--- config.mk ---
export PLATFORM = sky130hd
export DESIGN_NAME = xtrig_router
export DESIGN_NICKNAME = d
export VERILOG_FILES = /design/src/rtl/xtrig_pkg.sv /design/src/rtl/xtrig_matrix.sv /design/src/rtl/xtrig_node.sv /design/src/rtl/xtrig_router.sv
export SDC_FILE = /design/constraint.sdc
export NUM_CORES = 1
export LEC_CHECK = 0
export BUFFER_PORTS_ARGS = -buffer_cell sky130_fd_sc_hd__clkbuf_2
export CAP_MARGIN = 20
export CORE_MARGIN = 2
export CORE_UTILIZATION = 55
export CTS_BUF_LIST = sky130_fd_sc_hd__clkbuf_8
export DETAILED_ROUTE_END_ITERATION = 6
export PLACE_DENSITY = 0.74
export SLEW_MARGIN = 20
export SYNTH_ARGS = -nofsm -noshare
export SYNTH_HDL_FRONTEND = slang
export SYNTH_HIERARCHICAL = 1
export SYNTH_SLANG_ARGS = --single-unit
--- constraint.sdc ---
create_clock -name clk -period 2.2 [get_ports clk]
set_clock_uncertainty 0.05 [all_clocks]
set_input_delay 0.22 -clock clk [delete_from_list [all_inputs] [get_ports clk]]
set_output_delay 0.22 -clock clk [all_outputs]
set_load 0.005 [all_outputs]
--- src/rtl/xtrig_pkg.sv ---
package xtrig_pkg;

    typedef enum logic [2:0] {
        RK_IN_MASK,
        RK_OUT_MASK,
        RK_PULSE,
        RK_ACK,
        RK_STATUS,
        RK_NONE
    } reg_kind_e;

    function automatic int pulse_addr(input int ntrig);
        return 2 * ntrig;
    endfunction

    function automatic int ack_addr(input int ntrig);
        return 2 * ntrig + 1;
    endfunction

    function automatic int status_addr(input int ntrig);
        return 2 * ntrig + 2;
    endfunction

    function automatic reg_kind_e reg_kind(input int addr, input int ntrig);
        if (addr < ntrig)                    return RK_IN_MASK;
        else if (addr < 2 * ntrig)           return RK_OUT_MASK;
        else if (addr == pulse_addr(ntrig))  return RK_PULSE;
        else if (addr == ack_addr(ntrig))    return RK_ACK;
        else if (addr == status_addr(ntrig)) return RK_STATUS;
        return RK_NONE;
    endfunction

    function automatic int reg_index(input int addr, input int ntrig);
        return (addr < ntrig) ? addr : addr - ntrig;
    endfunction

endpackage

--- src/rtl/xtrig_matrix.sv ---
module xtrig_matrix #(
    parameter int NUM_NODES = 2,
    parameter int NUM_CH    = 4
) (
    input  logic [NUM_NODES-1:0][NUM_CH-1:0] node_event,
    output logic [NUM_CH-1:0]                chan_active
);

    always_comb begin
        chan_active = '0;
        for (int k = 0; k < NUM_NODES; k++) begin
            chan_active = chan_active | node_event[k];
        end
    end

endmodule

--- src/rtl/xtrig_node.sv ---
module xtrig_node #(
    parameter int NUM_CH   = 4,
    parameter int NUM_TRIG = 8,
    parameter int ADDR_W   = 5,
    parameter int DATA_W   = 8
) (
    input  logic                clk,
    input  logic                rst_n,
    input  logic                cfg_valid,
    input  logic                cfg_write,
    input  logic [ADDR_W-1:0]   cfg_addr,
    input  logic [DATA_W-1:0]   cfg_wdata,
    output logic [DATA_W-1:0]   cfg_rdata,
    input  logic [NUM_TRIG-1:0] trig_in,
    output logic [NUM_CH-1:0]   chan_event,
    input  logic [NUM_CH-1:0]   chan_active,
    output logic [NUM_TRIG-1:0] trig_out
);
    import xtrig_pkg::*;

    typedef struct packed {
        logic [NUM_TRIG-1:0][NUM_CH-1:0] in_mask;
        logic [NUM_TRIG-1:0][NUM_CH-1:0] out_mask;
        logic [NUM_TRIG-1:0]             prev;
        logic [NUM_TRIG-1:0]             latch;
        logic [DATA_W-1:0]               rdata;
    } node_state_t;

    localparam node_state_t ST_RESET = '{
        in_mask:  '0,
        out_mask: '0,
        prev:     '1,
        latch:    '0,
        rdata:    '0
    };

    node_state_t st_d, st_q;

    reg_kind_e           kind;
    int                  idx;
    logic                is_wr;
    logic                is_rd;
    logic [NUM_CH-1:0]   pulse_vec;
    logic [NUM_TRIG-1:0] ack_vec;
    logic [NUM_TRIG-1:0] rise;
    logic [NUM_TRIG-1:0] hit;

    // request decode and locally raised channel events
    always_comb begin
        kind      = reg_kind(int'(cfg_addr), NUM_TRIG);
        idx       = reg_index(int'(cfg_addr), NUM_TRIG);
        is_wr     = cfg_valid && cfg_write;
        is_rd     = cfg_valid && !cfg_write;
        pulse_vec = (is_wr && kind == RK_PULSE) ? cfg_wdata[NUM_CH-1:0] : '0;
        ack_vec   = (is_wr && kind == RK_ACK) ? cfg_wdata[NUM_TRIG-1:0] : '0;
        rise      = trig_in & ~st_q.prev;
        chan_event = pulse_vec;
        for (int i = 0; i < NUM_TRIG; i++) begin
            if (rise[i]) chan_event = chan_event | st_q.in_mask[i];
        end
    end

    // next state
    always_comb begin
        st_d      = st_q;
        st_d.prev = trig_in;

        for (int i = 0; i < NUM_TRIG; i++) begin
            hit[i] = |(chan_active & st_q.out_mask[i]);
        end
        // a new hit wins over an acknowledge in the same cycle
        st_d.latch = (st_q.latch & ~ack_vec) | hit;

        if (is_wr) begin
            for (int i = 0; i < NUM_TRIG; i++) begin
                if (idx == i && kind == RK_IN_MASK)
                    st_d.in_mask[i] = cfg_wdata[NUM_CH-1:0];
                if (idx == i && kind == RK_OUT_MASK)
                    st_d.out_mask[i] = cfg_wdata[NUM_CH-1:0];
            end
        end

        if (is_rd) begin
            st_d.rdata = '0;
            for (int i = 0; i < NUM_TRIG; i++) begin
                if (idx == i && kind == RK_IN_MASK)
                    st_d.rdata[NUM_CH-1:0] = st_q.in_mask[i];
                if (idx == i && kind == RK_OUT_MASK)
                    st_d.rdata[NUM_CH-1:0] = st_q.out_mask[i];
            end
            if (kind == RK_STATUS)
                st_d.rdata[NUM_TRIG-1:0] = st_q.latch;
        end
    end

    always_ff @(posedge clk or negedge rst_n) begin
        if (!rst_n) st_q <= ST_RESET;
        else        st_q <= st_d;
    end

    assign trig_out  = st_q.latch;
    assign cfg_rdata = st_q.rdata;

endmodule

--- src/rtl/xtrig_router.sv ---
module xtrig_router #(
    parameter int  NUM_CH   = 4,
    parameter int  NUM_TRIG = 8,
    localparam int ADDR_W   = $clog2(2 * NUM_TRIG + 3),
    localparam int DATA_W   = (NUM_TRIG > NUM_CH) ? NUM_TRIG : NUM_CH
) (
    input  logic                          clk,
    input  logic                          rst_n,
    input  logic [1:0]                    cfg_valid,
    input  logic [1:0]                    cfg_write,
    input  logic [1:0][ADDR_W-1:0]        cfg_addr,
    input  logic [1:0][DATA_W-1:0]        cfg_wdata,
    output logic [1:0][DATA_W-1:0]        cfg_rdata,
    input  logic [1:0][NUM_TRIG-1:0]      trig_in,
    output logic [1:0][NUM_TRIG-1:0]      trig_out
);
    localparam int NUM_NODES = 2;

    logic [NUM_NODES-1:0][NUM_CH-1:0] node_event;
    logic [NUM_CH-1:0]                chan_active;

    xtrig_matrix #(
        .NUM_NODES (NUM_NODES),
        .NUM_CH    (NUM_CH)
    ) matrix_i (
        .node_event  (node_event),
        .chan_active (chan_active)
    );

    for (genvar c = 0; c < NUM_NODES; c++) begin : g_node
        xtrig_node #(
            .NUM_CH   (NUM_CH),
            .NUM_TRIG (NUM_TRIG),
            .ADDR_W   (ADDR_W),
            .DATA_W   (DATA_W)
        ) node_i (
            .clk         (clk),
            .rst_n       (rst_n),
            .cfg_valid   (cfg_valid[c]),
            .cfg_write   (cfg_write[c]),
            .cfg_addr    (cfg_addr[c]),
            .cfg_wdata   (cfg_wdata[c]),
            .cfg_rdata   (cfg_rdata[c]),
            .trig_in     (trig_in[c]),
            .chan_event  (node_event[c]),
            .chan_active (chan_active),
            .trig_out    (trig_out[c])
        );
    end

endmodule

==> results.toml <==
[logic_synthesis]
netlist_area_sq_mm = 0.00965
post_synthesis_average_cell_area_sq_um = 11.0
post_syn_nets = 925
seq_area_frac_synth_pct = 45.8
ys_dominant_reg_cell = "dfrtp_1"
post_synth_edffs = 0
syn-instance-count = 877
yosysUniqueCellTypes = 74
synth_top_area_share_pct = 41.5
ys_ff_latch = 176
largest_cells_by_area_after_synthesis = "dfrtp_1 (41%), mux2_2 (14%), dfstp_2 (4.4%), a22oi_1 (3.9%), nand2_1 (3.2%)"
yosysTopAreaCell = "dfrtp_1"
synthArstFlopShare_pct = 100
yosysWarningCount = 6

[routing]
via_count = 7801
detail_route.drc_violations = 0
drt-wirelength-per-cell_microns = 23.0
routed_via_density = 6.39
first_pass_iters = 5
antenna_violating_nets_post_route = 0
detail_route.iter0.violations = 791
totalWireLength_mm = 28.0

[timing]
min_period_over_period_pct = 102
report.final.hold_viol_count = 0
whs_ns = 0.213
fmaxAchievable_mhz = 447
fin_tns_setup_ns = -0.163
tightestPinTransition_ns = 0.686
period_needed_ns = 2.24
min_setup_slack_post_route_ns = -0.0381
relSlewSlack_pct = 54.3
timing_max_transition_violations_final = 0
setup_viol = 12
grt_setup_unrepaired = "yes"

[pwr]
total_leakage_power_uw = 0.00494
power_uw = 8120
power.ir.vdd_worst_mv = 0.555
p_per_area_mw_per_mm2 = 723

[clock_network]
cts_root_buf = "clkbuf_8"
clkTransAtPathRegs_ns = 0.10
clock_path_buffers = 2
clock_insertion_delay_worst_skew_ns = 0.46
cts.htree.levels = 4
tritoncts.num_buffers = 17
tritoncts_num_sinks = 176
cts_tree = "built"
cts_post_setup_buffers_inserted = 0

[finish]
num-nets-final = 1030
synthToLayoutAreaGrowth_pct = 16.3
fill_cells = 1346
diodes = 0
mostFrequentLayoutCells = "dfrtp_1 (160), mux2_2 (121), nand2_1 (82)"
postLayoutCoreUtil_pct = 65.1
layout-drive-gt1-share_pct = 38.2
final_common_cell = "dfrtp_1"

[global_route]
gr-total-overflow = 0
grt_start_max_net_pins = 68
grt_antenna_before_repair = 0
groute.usage.overall_pct = 31.2
grt_first_pass_wirelength_mm = 43.6
first_global_vias = 7533

[setup_path]
r2r.worst_path.cells = 9
timing.critical_path.from_type = "register"
critical_path_peak_fanout = 8
series_of_cell_instances_along_the_critical_path = "nor2b_4, a22o_1, a221oi_2, nand4_1, or2_4, buf_12, a22oi_2, nand2_1, a21o_1"
cp_data_required_time_ns = 2.50
max_stage_delay_ns = 0.55
worst_setup_path_startpoint = "g_node[0].node_i/st_q[20]"
reg_to_reg_startpoint = "g_node[0].node_i/st_q[20]"
cp-end-kind = "register"
critPathSlowestCell = "dfstp_2"
worst_setup_path_type = "reg2reg"
worst-endpoint-arrival_ns = 2.54

[job]
drv_cap = 0

[min_path]
worst_hold_path_type = "in2reg"
min_delay_path_depth = 4
worstHoldStart = "cfg_wdata[0]"

[floorplanning]
ioPinCount = 80
placementRows = 48
die_width_microns = 136
standard_cell_core_area_sq_mm = 0.0172
design.die.area_sq_mm = 0.0186
die_y_microns = 136
initial_core_util_pct = 56.0

[place]
gp_routability_congestion = 1.00
placement.io_buffers = 79
dp.final_hpwl_mm = 20.5

[outcome]
violations = "negative setup slack"
status = "finished, violations left"
[worst paths after layout]
kind                            slack, ns                       endpoint
min in group asynchronous            0.26  g_node[1].node_i/cfg_rdata[2]
worst max register to register      -0.04   g_node[1].node_i/trig_out[3]
worst min register to register       0.45  g_node[0].node_i/cfg_rdata[7]
worst min-delay path                 0.21      g_node[0].node_i/st_q[84]
max in group asynchronous            1.12      g_node[0].node_i/st_q[19]
worst max-delay path                -0.04   g_node[1].node_i/trig_out[3]
[cells by family after synthesis]
kind of cell	Yosys count	share of synthesized area, %
and+or+nand+nor	277	17.1
AOI/OAI and AO/OA	192	14.8
DFF	176	45.8
muxes	143	16.7
buffers and inverters	89	5.56
[repair_timing]
action,in CTS,in global routing
resized for setup,26,10
gates cloned,1,0
pin swaps,9,27
hold buffers,25,0
endpoints found under the setup margin,16,16
hold endpoints to repair,82,0
[sequential cells by signal, indices dropped and copies added, names as in the netlist]
signal,cells
g_node.node_i/trig_out,16
g_node.node_i/cfg_rdata,16
g_node.node_i/st_q,144
[routing by layer]
metal | routed length, microns | GRT usage, % | part of all wire (%)
met2 | 12700 | 47.4 | 45
met3 | 2340 | 6.75 | 8.4
met1 | 12200 | 44.7 | 43
met5 | 0 | 0 | 0
met4 | 747 | 9.84 | 2.7
[cell type report]
class	count	area [sq um]	share of cell area (%)
timing repair buffer	163	1210	10.8
inverter	12	45.0	0.401
multi-input combinational	612	4860	43.2
clock inverter	14	165	1.47
sequential	176	4420	39.4
clock buffer	18	248	2.21
tap	225	282	2.51
[critical path, delay by kind of cell, from the launching register on]
| kind | cells | cell delay [ns] |
|---|---|---|
| compound gates | 4 | 0.76 |
| simple gates | 4 | 0.60 |
| buf+inv | 1 | 0.16 |
| flops | 1 | 0.55 |
[report_power, final]
group / internal (uW) / total, uW / leakage (uW) / switching (uW)
Combinational: 849 / 1740 / 0.00255 / 894
Clock: 1150 / 2330 / 0.000202 / 1180
Sequential: 3610 / 4050 / 0.00219 / 433
[cells in the mapped netlist (all sizes together), types with 9 or more instances]
library cell  instances
clkbuf               20
a221oi               13
nor2b                28
buf                  57
a21o                 16
dfstp                16
o21ai                30
nor2                 31
dfrtp               160
nor3                 36
o221ai               10
a22oi                50
nand2                85
nand3                18
nand4                10
nand2b               15
a21oi                16
inv                  12
a221o                 9
mux2i                13
mux2                128
[through the flow]
stage / instances / setup slack (ns) / area, sq um
floorplan: 877 / 0.0554 / 9650
global placement: 1162 / -0.0160 / 10400
detailed placement: 1162 / -0.0593 / 10400
CTS: 1220 / -0.00189 / 11200
global route: 1220 / -0.137 / 11200
finish: 1220 / -0.0381 / 11200
No activity file was read; power rests on OpenSTA's default activity.
